`src/rtl/pit_pkg.sv`:
```
package pit_pkg;

  // Register offsets decoded on the port bus.
  typedef enum logic {
    OFS_COUNT = 1'b0,
    OFS_CTRL  = 1'b1
  } pit_ofs_e;

  // System clock cycles per timebase tick, rounded, never below one.
  function automatic int tick_divisor(input int clk_hz, input int tick_hz);
    int d;
    d = (clk_hz + tick_hz / 2) / tick_hz;
    return (d < 1) ? 1 : d;
  endfunction

endpackage

```
`src/rtl/pit_prescaler.sv`:
```
module pit_prescaler #(
  parameter int DIV = 500
) (
  input  logic clk,
  input  logic rst,
  output logic tick
);

  generate
    if (DIV <= 1) begin : g_pass
      logic unused_inputs;
      assign unused_inputs = clk ^ rst;
      assign tick = 1'b1;
    end else begin : g_div
      localparam int CW = $clog2(DIV);
      localparam logic [CW-1:0] LAST = CW'(DIV - 1);
      logic [CW-1:0] phase_q;

      assign tick = (phase_q == LAST);

      always_ff @(posedge clk) begin
        if (rst)       phase_q <= '0;
        else if (tick) phase_q <= '0;
        else           phase_q <= phase_q + CW'(1);
      end
    end
  endgenerate

endmodule

```
`src/rtl/pit_counter.sv`:
```
module pit_counter #(
  parameter int W = 8
) (
  input  logic         clk,
  input  logic         rst,
  input  logic         tick,
  input  logic         load,
  input  logic [W-1:0] load_val,
  output logic [W-1:0] count_q,
  output logic [W-1:0] start_q,
  output logic         expire
);

  // Next count for one clock edge without a load.
  function automatic logic [W-1:0] count_step(input logic [W-1:0] cur,
                                               input logic [W-1:0] st,
                                               input logic         tk);
    if (!tk)           return cur;
    else if (cur == '0) return st;
    else               return cur - W'(1);
  endfunction

  assign expire = tick && !load && (count_q == '0);

  always_ff @(posedge clk) begin
    if (rst) begin
      count_q <= '0;
      start_q <= '0;
    end else if (load) begin
      count_q <= load_val;
      start_q <= load_val;
    end else begin
      count_q <= count_step(count_q, start_q, tick);
    end
  end

endmodule

```
`src/rtl/pit_regs.sv`:
```
module pit_regs #(
  parameter int W = 8
) (
  input  logic         clk,
  input  logic         rst,
  input  logic         bus_cyc,
  input  logic         bus_stb,
  input  logic         bus_we,
  input  logic         bus_adr,
  input  logic         en_bit,
  input  logic [W-1:0] count_q,
  input  logic         expire,
  input  logic         irq_ack,
  output logic         bus_ack,
  output logic [W-1:0] bus_rdata,
  output logic         wr_cnt,
  output logic         wr_ctl,
  output logic         rd_stat,
  output logic         status_q,
  output logic         enable_q,
  output logic         irq
);
  import pit_pkg::*;

  logic     sel;
  pit_ofs_e ofs;

  assign ofs     = pit_ofs_e'(bus_adr);
  assign sel     = bus_cyc && bus_stb;
  assign bus_ack = sel;
  assign wr_cnt  = sel && bus_we && (ofs == OFS_COUNT);
  assign wr_ctl  = sel && bus_we && (ofs == OFS_CTRL);
  assign rd_stat = sel && !bus_we && (ofs == OFS_CTRL);

  assign bus_rdata = (ofs == OFS_CTRL) ? {{(W-1){1'b0}}, status_q} : count_q;
  assign irq       = status_q && enable_q;

  // Expiry wins over any clear in the same cycle.
  always_ff @(posedge clk) begin
    if (rst)                       status_q <= 1'b0;
    else if (expire)               status_q <= 1'b1;
    else if (rd_stat || irq_ack)   status_q <= 1'b0;
  end

  always_ff @(posedge clk) begin
    if (rst)         enable_q <= 1'b0;
    else if (wr_ctl) enable_q <= en_bit;
  end

endmodule

```
`src/rtl/periodic_irq_timer.sv`:
```
module periodic_irq_timer #(
  parameter int W       = 8,
  parameter int CLK_HZ  = 50_000_000,
  parameter int TICK_HZ = 100_000
) (
  input  logic         clk,
  input  logic         rst,
  input  logic         bus_cyc,
  input  logic         bus_stb,
  input  logic         bus_we,
  input  logic         bus_adr,
  input  logic [W-1:0] bus_wdata,
  output logic [W-1:0] bus_rdata,
  output logic         bus_ack,
  input  logic         irq_ack,
  output logic         irq
);

  localparam int DIV = pit_pkg::tick_divisor(CLK_HZ, TICK_HZ);

  // Internal events, named for the checker.
  logic         tick;
  logic         wr_cnt;
  logic         wr_ctl;
  logic         rd_stat;
  logic         expire;
  logic [W-1:0] count_q;
  logic [W-1:0] start_q;
  logic         status_q;
  logic         enable_q;

  pit_prescaler #(.DIV(DIV)) u_pre (
    .clk  (clk),
    .rst  (rst),
    .tick (tick)
  );

  pit_counter #(.W(W)) u_cnt (
    .clk      (clk),
    .rst      (rst),
    .tick     (tick),
    .load     (wr_cnt),
    .load_val (bus_wdata),
    .count_q  (count_q),
    .start_q  (start_q),
    .expire   (expire)
  );

  pit_regs #(.W(W)) u_regs (
    .clk       (clk),
    .rst       (rst),
    .bus_cyc   (bus_cyc),
    .bus_stb   (bus_stb),
    .bus_we    (bus_we),
    .bus_adr   (bus_adr),
    .en_bit    (bus_wdata[0]),
    .count_q   (count_q),
    .expire    (expire),
    .irq_ack   (irq_ack),
    .bus_ack   (bus_ack),
    .bus_rdata (bus_rdata),
    .wr_cnt    (wr_cnt),
    .wr_ctl    (wr_ctl),
    .rd_stat   (rd_stat),
    .status_q  (status_q),
    .enable_q  (enable_q),
    .irq       (irq)
  );

endmodule

```
`config.mk`:
```
export PLATFORM = sky130hd
export DESIGN_NAME = periodic_irq_timer
export DESIGN_NICKNAME = d
export VERILOG_FILES = /design/src/rtl/pit_pkg.sv /design/src/rtl/pit_prescaler.sv /design/src/rtl/pit_counter.sv /design/src/rtl/pit_regs.sv /design/src/rtl/periodic_irq_timer.sv
export SDC_FILE = /design/constraint.sdc
export NUM_CORES = 1
export LEC_CHECK = 0
export ABC_AREA = 1
export CAP_MARGIN = 20
export CORE_AREA = 2 2 52 102
export DETAILED_ROUTE_END_ITERATION = 7
export DIE_AREA = 0 0 54 104
export PLACE_DENSITY_LB_ADDON = 0.2
export SLEW_MARGIN = 20
export SYNTH_ARGS = -nofsm -noshare
export SYNTH_HDL_FRONTEND = slang
export SYNTH_HIERARCHICAL = 1
export SYNTH_SLANG_ARGS = --single-unit
```
`constraint.sdc`:
```
create_clock -name clk -period 2 [get_ports clk]
set_input_delay 0.4 -clock clk [delete_from_list [all_inputs] [get_ports clk]]
set_output_delay 0.4 -clock clk [all_outputs]
set_load 0.02 [all_outputs]
```
Word-level counts from Yosys, hierarchy flattened. Cells that the tools add are included.

$add $sub $neg: 2. Multipliers: 0. Divide/modulo/power cells: 0. Order comparisons: 0. Equal/unequal tests: 1. Shift-type cells: 0. Mux-type cells: 6. Bitwise operators: 1. Reduce and logical (&&, ||, !) cells: 16.

Operators with widths (count): 8-bit two-way mux (4); 9-bit by 1-bit adder with 9-bit output, second input constant (1); 9-bit equality test, second input constant (1); 1-bit logical AND (9); 8-bit zero test (1); 8-bit by 1-bit subtractor with 8-bit output, second input constant (1); 2-bit nonzero test (2); 1-bit zero test (2); 1-bit two-way mux (2); 2-bit OR reduction (1); 1-bit logical OR (1); 1-bit NOT (1).

Flip-flop bits (word level): 27. Latch bits: 0. Bits in writable memories: 0. Bits in read-only memories: 0. Bits of input ports: 15. Output and inout bits: 10. Word-level logic and storage cells: 31. Memories: 0.

Depth between registers and ports, before layout. Gate-level depths: netlist of the first run.

Word-level depth: 7. Gate-level depth with buffers: 11. Gate-level depth less buffers: 11.

Cells and area by module. The synthesis of the first run kept the hierarchy.

By module, submodules not included: pit_counter (times used 1, cells an instance 141, area each 950.9 µm², sequential area each 320.3 µm²); pit_prescaler (times used 1, cells an instance 67, area each 460.4 µm², sequential area each 180.2 µm²); pit_regs (times used 1, cells an instance 40, area each 207.7 µm², sequential area each 40.0 µm²).

Worst setup path after synthesis of the first run. No wires, ideal clock.

Path type: input port to flip-flop. Start: input port bus_adr. End: register u_cnt.count_q[3]. Setup time: 0.109 ns. Data arrival time: 1.532 ns. Required time: 1.891 ns. Setup slack: 0.360 ns. Stages on the path: 8. Path buffers: 2. Cell sequence: buf_4 > nor3_1 > buf_2 > nor2_2 > a21boi_0 > nand3_1 > nand2_1 > inv_1.

Word-level cells in the longest chain between the ends: 3. Elaborated cells between the ends (all ways): 4. Those cells by class: mux: 1; bitwise: 1; reduce/logical: 2.

RTL lines: start, declared (RTL line periodic_irq_timer.sv:11) `input logic bus_adr,`; 1-bit NOT * (RTL line pit_regs.sv:31) `assign wr_cnt = sel && bus_we && (ofs == OFS_COUNT);`; 1-bit logical AND * (RTL line pit_regs.sv:31); via wr_cnt (RTL line periodic_irq_timer.sv:23) `logic wr_cnt;`; 8-bit two-way mux or 2-bit nonzero test (tied branches); end signal, assigned (RTL line pit_counter.sv:30) `count_q <= load_val;`; end signal, assigned (RTL line pit_counter.sv:33) `count_q <= count_step(count_q, start_q, tick);`; end, declared (RTL line pit_counter.sv:9) `output logic [W-1:0] count_q,`.

Mark *: on every way through the listed nets, which the timed path passes. The rest lies on a longest branch. A chain may end at the register's enable or synchronous reset.

Final worst setup path of the first run.
Start: input port bus_adr. End: output port bus_rdata[1].

Word-level cells in the longest chain between the ends: 1.

RTL lines: 8-bit two-way mux (RTL line pit_regs.sv:35) `assign bus_rdata = (ofs == OFS_CTRL) ? {{(W-1){1'b0}}, status_q} : count_q;`; end, declared (RTL line periodic_irq_timer.sv:13) `output logic [W-1:0] bus_rdata,`.

No other way between the ends.

==> metrics.txt, run 1 <==
# TYPE chip_impl_metric gauge
chip_impl_metric{name="cts_hold_fix_bufs",unit=""} 0
chip_impl_info{name="run_status",value="finished clean"} 1
chip_impl_metric{name="clkSinkCount",unit=""} 27
chip_impl_metric{name="overflow",unit=""} 0
chip_impl_metric{name="clock_latency",unit="ns"} 0.27
chip_impl_info{name="crit_path_end_kind",value="output port"} 1
chip_impl_metric{name="fin_ws",unit="ns"} 0.0908
chip_impl_metric{name="grt_pass1_wl",unit="µm"} 6400
chip_impl_metric{name="cts.clk_slew.worst_paths",unit="ns"} 0.09
chip_impl_metric{name="worstMarginPinSlew",unit="ns"} 0.302
chip_impl_metric{name="final_hold_viol_count",unit=""} 0
chip_impl_metric{name="dr_total_vias",unit=""} 1531
chip_impl_metric{name="placement.setup.worst_slack",unit="ns"} -0.223
chip_impl_metric{name="total_leakage_power",unit="nW"} 0.912
chip_impl_metric{name="netlist_area",unit="mm²"} 0.00162
chip_impl_metric{name="cts_buffers",unit=""} 3
chip_impl_info{name="critical_path_class",value="in2out"} 1
chip_impl_metric{name="worst_slew_margin_rel",unit="%"} 79.8
chip_impl_metric{name="post_route_clock_skew",unit="ns"} 0.00230
chip_impl_metric{name="syn_to_final_growth",unit="%"} 27.8
chip_impl_metric{name="route.detailed.wl_per_inst",unit="µm"} 10.7
chip_impl_info{name="rr_endpoint",value="u_cnt/count_q[4]$_SDFFE_PP0P_"} 1
chip_impl_info{name="min_path_type",value="reg2reg"} 1
chip_impl_metric{name="internal-power",unit="mW"} 0.769
chip_impl_metric{name="switching_power",unit="mW"} 0.267
chip_impl_metric{name="floorplan.die.height",unit="µm"} 104
chip_impl_metric{name="number_of_port_buffers",unit=""} 24
chip_impl_metric{name="reg2reg_depth",unit=""} 12
chip_impl_metric{name="seqPwrFrac",unit="%"} 54.1
chip_impl_metric{name="final-seq-area",unit="µm²"} 541
chip_impl_metric{name="multiInputGateArea",unit="µm²"} 876
chip_impl_metric{name="hold-path-cell-count",unit=""} 2
chip_impl_metric{name="postRouteWirelength",unit="µm"} 3700
chip_impl_metric{name="fin_nets",unit=""} 307
chip_impl_metric{name="ios",unit=""} 25
chip_impl_metric{name="hpwl",unit="µm"} 3070
chip_impl_metric{name="vias_in_the_first_global_route",unit=""} 1502
chip_impl_metric{name="gp_congestion",unit=""} 0.732
chip_impl_metric{name="setup_viol_count_final",unit=""} 0
chip_impl_metric{name="average_via_count_per_standard_cell",unit=""} 4.45
chip_impl_metric{name="utilization",unit="%"} 42.4
chip_impl_metric{name="drt_first_pass_iters",unit=""} 4
chip_impl_metric{name="synthesis.instances",unit=""} 247
chip_impl_metric{name="grt_max_degree",unit=""} 15
chip_impl_info{name="grt_setup_unrepaired",value="false"} 1
chip_impl_metric{name="ir_worst_vdd",unit="µV"} 285
chip_impl_metric{name="syn_area_per_cell",unit="µm²"} 6.54
chip_impl_metric{name="setup-tns-final",unit="ns"} 0
chip_impl_metric{name="initial_utilization",unit="%"} 33.2
chip_impl_metric{name="combinationalPowerShare",unit="%"} 16.2
chip_impl_info{name="top_library_cells_by_usage_in_the_layout_fill_and_taps_aside",value="66 x sky130_fd_sc_hd__nand2_1, 46 x sky130_fd_sc_hd__inv_1, 27 x sky130_fd_sc_hd__nor2_1, 27 x sky130_fd_sc_hd__dfxtp_1, 18 x sky130_fd_sc_hd__a21oi_1"} 1
chip_impl_metric{name="worst_path_required_time",unit="ns"} 1.60
chip_impl_metric{name="synth_warnings",unit=""} 6
chip_impl_info{name="min_from",value="u_cnt/start_q[1]$_SDFFE_PP0P_"} 1
chip_impl_metric{name="power_density",unit="mW/mm²"} 502
chip_impl_metric{name="path_max_fanout",unit=""} 7
chip_impl_metric{name="final_ant_viol_nets",unit=""} 0
chip_impl_metric{name="fp-row-count",unit=""} 36
chip_impl_metric{name="dpl-instance-area",unit="mm²"} 0.00203
chip_impl_info{name="worstReg2RegStart",value="u_pre/g_div.phase_q[0]$_SDFF_PP0_"} 1
chip_impl_metric{name="number_of_setup_buffers_added_after_cts",unit=""} 0
chip_impl_info{name="root_buffer",value="sky130_fd_sc_hd__clkbuf_8"} 1
chip_impl_metric{name="synthesis.nets",unit=""} 266
chip_impl_metric{name="insertedDiodeCount",unit=""} 0
chip_impl_metric{name="drcViolationCount",unit=""} 0
chip_impl_metric{name="power.share.switching",unit="%"} 25.8
chip_impl_info{name="hold_end",value="u_cnt/start_q[1]$_SDFFE_PP0P_"} 1
chip_impl_metric{name="layout_min_cycle_time",unit="ns"} 1.91
chip_impl_metric{name="timing.reg2reg.setup_slack",unit="ns"} 0.39
chip_impl_metric{name="die_x",unit="µm"} 54
chip_impl_metric{name="die_area",unit="mm²"} 0.00562
chip_impl_metric{name="crit_path_dat",unit="ns"} 1.51
chip_impl_metric{name="max_freq",unit="GHz"} 0.524
chip_impl_metric{name="min_period_over_period",unit="%"} 95.5
chip_impl_info{name="layout_commonest_cell",value="sky130_fd_sc_hd__nand2_1"} 1
chip_impl_metric{name="layout-drive-gt1-share",unit="%"} 13.9
chip_impl_metric{name="h-tree-depth",unit=""} 1
chip_impl_metric{name="slew_viol_final",unit=""} 0
chip_impl_metric{name="fillCellCount",unit=""} 527
chip_impl_info{name="startpoint_type",value="input pin"} 1
chip_impl_metric{name="detailedRoute.firstIterationViolations",unit=""} 26
chip_impl_metric{name="grt_antenna_before_repair",unit=""} 0
chip_impl_info{name="cts_tree",value="built"} 1
chip_impl_metric{name="final_cell_area",unit="mm²"} 0.00206
chip_impl_metric{name="grt.total_usage",unit="%"} 15.1
chip_impl_metric{name="drv.max_cap_violation_count",unit=""} 0
chip_impl_metric{name="ctsLongestPathBuffers",unit=""} 2
chip_impl_metric{name="core_area",unit="mm²"} 0.00486
chip_impl_metric{name="power_frac_clock",unit="%"} 29.6
## power by group through the flow
stage          Sequential (mW)  Clock, mW  Combinational, mW
6_report                 0.561      0.307              0.168
5_1_grt                  0.564      0.346              0.188
4_1_cts                  0.561      0.328              0.171
3_5_place_dp             0.574          0              0.172
3_3_place_gp             0.574          0              0.173
2_1_floorplan            0.572          0              0.101
## worst max path at each step
stage | startpoint | to | slack [ns] | cells after the start
final | bus_adr | bus_rdata[1] | 0.09 | 4
after global routing | bus_adr | bus_rdata[1] | 0.01 | 4
after CTS | bus_adr | bus_rdata[1] | 0.05 | 4
after detailed placement | bus_adr | bus_rdata[1] | -0.22 | 4
after global placement | bus_adr | bus_rdata[1] | -0.21 | 4
after floorplan | bus_adr | u_cnt/count_q[3]$_SDFFE_PP0P_ | 0.36 | 8
## flip-flops by register name, indices dropped and copies added (netlist names)
| signal | cells |
|---|---|
| u_cnt/start_q | 8 |
| u_pre/g_div.phase_q | 9 |
| u_regs/enable_q | 1 |
| u_cnt/count_q | 8 |
| u_regs/status_q | 1 |
## layer usage
layer,part of all wire [%],routed length (µm),GRT usage [%]
met4,1.9,72,6.96
met3,1.3,49,1.29
met1,38,1410,14.6
met2,58,2160,29.2
met5,0,0,0
## cell type report
class	count	area share, %
inverters	48	8.85
well taps	57	3.45
repair buffers	40	16.9
clock buffers	4	2.18
multi-input cells	168	42.4
flip-flops and latches	27	26.2
## critical path, cell delays in order
cell	delay, ns
sky130_fd_sc_hd__clkdlybuf4s50_1	0.46
sky130_fd_sc_hd__buf_4	0.19
sky130_fd_sc_hd__nor2_1	0.12
sky130_fd_sc_hd__dlygate4sd2_1	0.34
## repair_timing
| item | CTS | global route |
|---|---|---|
| gates resized for setup | 9 | 1 |
| setup endpoints to repair | 9 | 1 |
| gates cloned | 0 | 0 |
## per-stage QoR
step           power, mW  hold WS, ns  instances
2_1_floorplan      0.673        0.441        247
6_report            1.04        0.465        344
3_5_place_dp       0.746        0.452        340
5_1_grt             1.10        0.479        344
3_3_place_gp       0.746        0.448        340
4_1_cts             1.06        0.467        344
No activity file was read; power rests on OpenSTA's default activity.
==> run 2, diff against run 1 <==
- CORE_AREA: 2 2 52 102 -> 2 2 75 70
- DIE_AREA: 0 0 54 104 -> 0 0 77 72
==> metrics.txt, run 2 (synthesis gave the netlist of run 1 again) <==
# TYPE chip_impl_metric gauge
chip_impl_info{name="run_status",value="finished clean"} 1
chip_impl_metric{name="ios",unit=""} 25
chip_impl_metric{name="dr_total_vias",unit=""} 1492
chip_impl_metric{name="number_of_port_buffers",unit=""} 24
chip_impl_info{name="min_path_type",value="reg2reg"} 1
chip_impl_metric{name="number_of_setup_buffers_added_after_cts",unit=""} 0
chip_impl_info{name="startpoint_type",value="input pin"} 1
chip_impl_metric{name="max_freq",unit="GHz"} 0.536
chip_impl_metric{name="clkSinkCount",unit=""} 27
chip_impl_info{name="crit_path_cell_trace",value="clkdlybuf4s50_1, buf_4, nor2_1, dlygate4sd2_1"} 1
chip_impl_metric{name="die_area",unit="mm²"} 0.00554
chip_impl_metric{name="layout-drive-gt1-share",unit="%"} 12.7
chip_impl_metric{name="placement.setup.worst_slack",unit="ns"} -0.175
chip_impl_metric{name="switching_power",unit="mW"} 0.279
chip_impl_metric{name="max_ffs_per_register",unit=""} 9
chip_impl_metric{name="vias_in_the_first_global_route",unit=""} 1321
chip_impl_info{name="top_library_cells_by_usage_in_the_layout_fill_and_taps_aside",value="66 x sky130_fd_sc_hd__nand2_1, 46 x sky130_fd_sc_hd__inv_1, 27 x sky130_fd_sc_hd__nor2_1, 27 x sky130_fd_sc_hd__dfxtp_1, 18 x sky130_fd_sc_hd__a21oi_1"} 1
chip_impl_metric{name="postRouteWirelength",unit="µm"} 3550
chip_impl_metric{name="path_buf_inv",unit=""} 3
chip_impl_metric{name="average_via_count_per_standard_cell",unit=""} 4.29
chip_impl_info{name="crit_path_top_delay_cell",value="sky130_fd_sc_hd__clkdlybuf4s50_1"} 1
chip_impl_metric{name="clock_latency",unit="ns"} 0.27
chip_impl_info{name="worst_path_dominant_cell_family",value="buffers and inverters"} 1
chip_impl_metric{name="utilization",unit="%"} 43.3
chip_impl_info{name="cts_tree",value="built"} 1
chip_impl_info{name="crit_path_end_kind",value="output port"} 1
chip_impl_metric{name="post_route_clock_skew",unit="ns"} 0.00634
chip_impl_metric{name="crit_path_dat",unit="ns"} 1.47
chip_impl_info{name="grt_setup_unrepaired",value="false"} 1
chip_impl_metric{name="h-tree-depth",unit=""} 1
chip_impl_info{name="critical_path_class",value="in2out"} 1
chip_impl_metric{name="drv.max_cap_violation_count",unit=""} 0
chip_impl_metric{name="insertedDiodeCount",unit=""} 0
chip_impl_info{name="largest_register",value="u_pre/g_div.phase_q"} 1
chip_impl_metric{name="internal-power",unit="mW"} 0.765
chip_impl_metric{name="final_hold_viol_count",unit=""} 0
chip_impl_metric{name="seqPwrFrac",unit="%"} 53.8
chip_impl_metric{name="final_ant_viol_nets",unit=""} 0
chip_impl_metric{name="power.share.switching",unit="%"} 26.7
chip_impl_metric{name="power_density",unit="mW/mm²"} 509
chip_impl_metric{name="worst_path_largest_cell_delay",unit="ns"} 0.46
chip_impl_metric{name="route.detailed.wl_per_inst",unit="µm"} 10.2
chip_impl_metric{name="cts.clk_slew.worst_paths",unit="ns"} 0.09
chip_impl_metric{name="die_x",unit="µm"} 77
chip_impl_info{name="layout_commonest_cell",value="sky130_fd_sc_hd__nand2_1"} 1
chip_impl_metric{name="total_leakage_power",unit="nW"} 0.899
chip_impl_metric{name="grt_max_degree",unit=""} 16
chip_impl_metric{name="grt_antenna_before_repair",unit=""} 0
chip_impl_metric{name="drt_first_pass_iters",unit=""} 4
chip_impl_metric{name="fin_nets",unit=""} 303
chip_impl_metric{name="grt.total_usage",unit="%"} 13.5
chip_impl_metric{name="overflow",unit=""} 0
chip_impl_metric{name="cts_buffers",unit=""} 3
chip_impl_metric{name="power_frac_clock",unit="%"} 30.3
chip_impl_info{name="largestRegisters",value="u_pre/g_div.phase_q (9), u_cnt/count_q (8), u_cnt/start_q (8)"} 1
chip_impl_metric{name="path_max_fanout",unit=""} 7
chip_impl_info{name="root_buffer",value="sky130_fd_sc_hd__clkbuf_8"} 1
chip_impl_metric{name="core_area",unit="mm²"} 0.00474
chip_impl_metric{name="hpwl",unit="µm"} 2780
chip_impl_metric{name="initial_utilization",unit="%"} 34.0
chip_impl_metric{name="ir_worst_vdd",unit="µV"} 346
chip_impl_metric{name="min_period_over_period",unit="%"} 93.3
chip_impl_metric{name="dpl-instance-area",unit="mm²"} 0.00202
chip_impl_metric{name="drcViolationCount",unit=""} 0
chip_impl_metric{name="slew_viol_final",unit=""} 0
chip_impl_metric{name="setup_viol_count_final",unit=""} 0
chip_impl_metric{name="combinationalPowerShare",unit="%"} 15.9
chip_impl_metric{name="final_cell_area",unit="mm²"} 0.00205
chip_impl_metric{name="floorplan.die.height",unit="µm"} 72
chip_impl_metric{name="grt_pass1_wl",unit="µm"} 6020
chip_impl_metric{name="ctsLongestPathBuffers",unit=""} 2
chip_impl_metric{name="detailedRoute.firstIterationViolations",unit=""} 81
chip_impl_metric{name="layout_min_cycle_time",unit="ns"} 1.87
chip_impl_metric{name="syn_to_final_growth",unit="%"} 27.1
chip_impl_metric{name="worstMarginPinSlew",unit="ns"} 0.320
chip_impl_metric{name="worst_path_required_time",unit="ns"} 1.60
chip_impl_metric{name="gp_congestion",unit=""} 0.803
chip_impl_metric{name="worst_slew_margin_rel",unit="%"} 78.6
chip_impl_metric{name="fp-row-count",unit=""} 24
chip_impl_metric{name="fin_ws",unit="ns"} 0.133
-- run 2: metrics by stage --
step / cells / hold WS [ns] / setup TNS, ns / total power [mW]
floorplan: 247 / 0.441 / 0 / 0.673
global placement: 344 / 0.452 / -1.01 / 0.743
detailed placement: 344 / 0.458 / -1.23 / 0.744
CTS: 348 / 0.473 / 0 / 1.06
global route: 348 / 0.494 / 0 / 1.11
finish: 348 / 0.469 / 0 / 1.04
-- run 2: per-layer routing --
metal  routed length [µm]  GRT usage, %  up-vias
met5                    0             0        -
met1                 1880          19.1      626
met3                  193          3.11        2
met2                 1450          21.2       30
met4                   25          2.98        0
li1                     -             -      834
-- run 2: timing repair --
item / in CTS / in global routing
resized for setup: 9 / 0
hold buffers: 0 / 0
endpoints found under the setup margin: 9 / 0
-- run 2: power groups by stage --
stage | Clock [mW] | Sequential (mW) | Combinational (mW)
2_1_floorplan | 0 | 0.572 | 0.101
3_3_place_gp | 0 | 0.574 | 0.168
5_1_grt | 0.353 | 0.564 | 0.188
6_report | 0.317 | 0.562 | 0.166
4_1_cts | 0.335 | 0.562 | 0.168
3_5_place_dp | 0 | 0.574 | 0.170
-- run 2: path summary, 6_finish.rpt --
| path | from | to | slack (ns) | cells past startpoint |
|---|---|---|---|---|
| worst max-delay path | bus_adr | bus_rdata[3] | 0.13 | 4 |
| worst min-delay path | u_cnt/start_q[1]$_SDFFE_PP0P_ | u_cnt/start_q[1]$_SDFFE_PP0P_ | 0.47 | 2 |
| worst max register to register | u_pre/g_div.phase_q[0]$_SDFF_PP0_ | u_cnt/count_q[6]$_SDFFE_PP0P_ | 0.29 | 11 |
| worst min register to register | u_cnt/start_q[1]$_SDFFE_PP0P_ | u_cnt/start_q[1]$_SDFFE_PP0P_ | 0.47 | 2 |
-- run 2: tightest hold or removal path: stages, from the launching register on --
cell and delay [ns]:
sky130_fd_sc_hd__dfxtp_1 0.32, sky130_fd_sc_hd__nand2_1 0.06, sky130_fd_sc_hd__a21oi_1 0.05
-- run 2: final cells by class --
type                            count  area, µm²
Inverter                           48        183
Timing Repair Buffer               36        332
Fill cell                         536       2690
Clock buffer                        3       41.3
Tap cell                           65       81.3
Multi-Input combinational cell    168        871
Sequential cell                    27        541
Clock inverter                      1       5.00
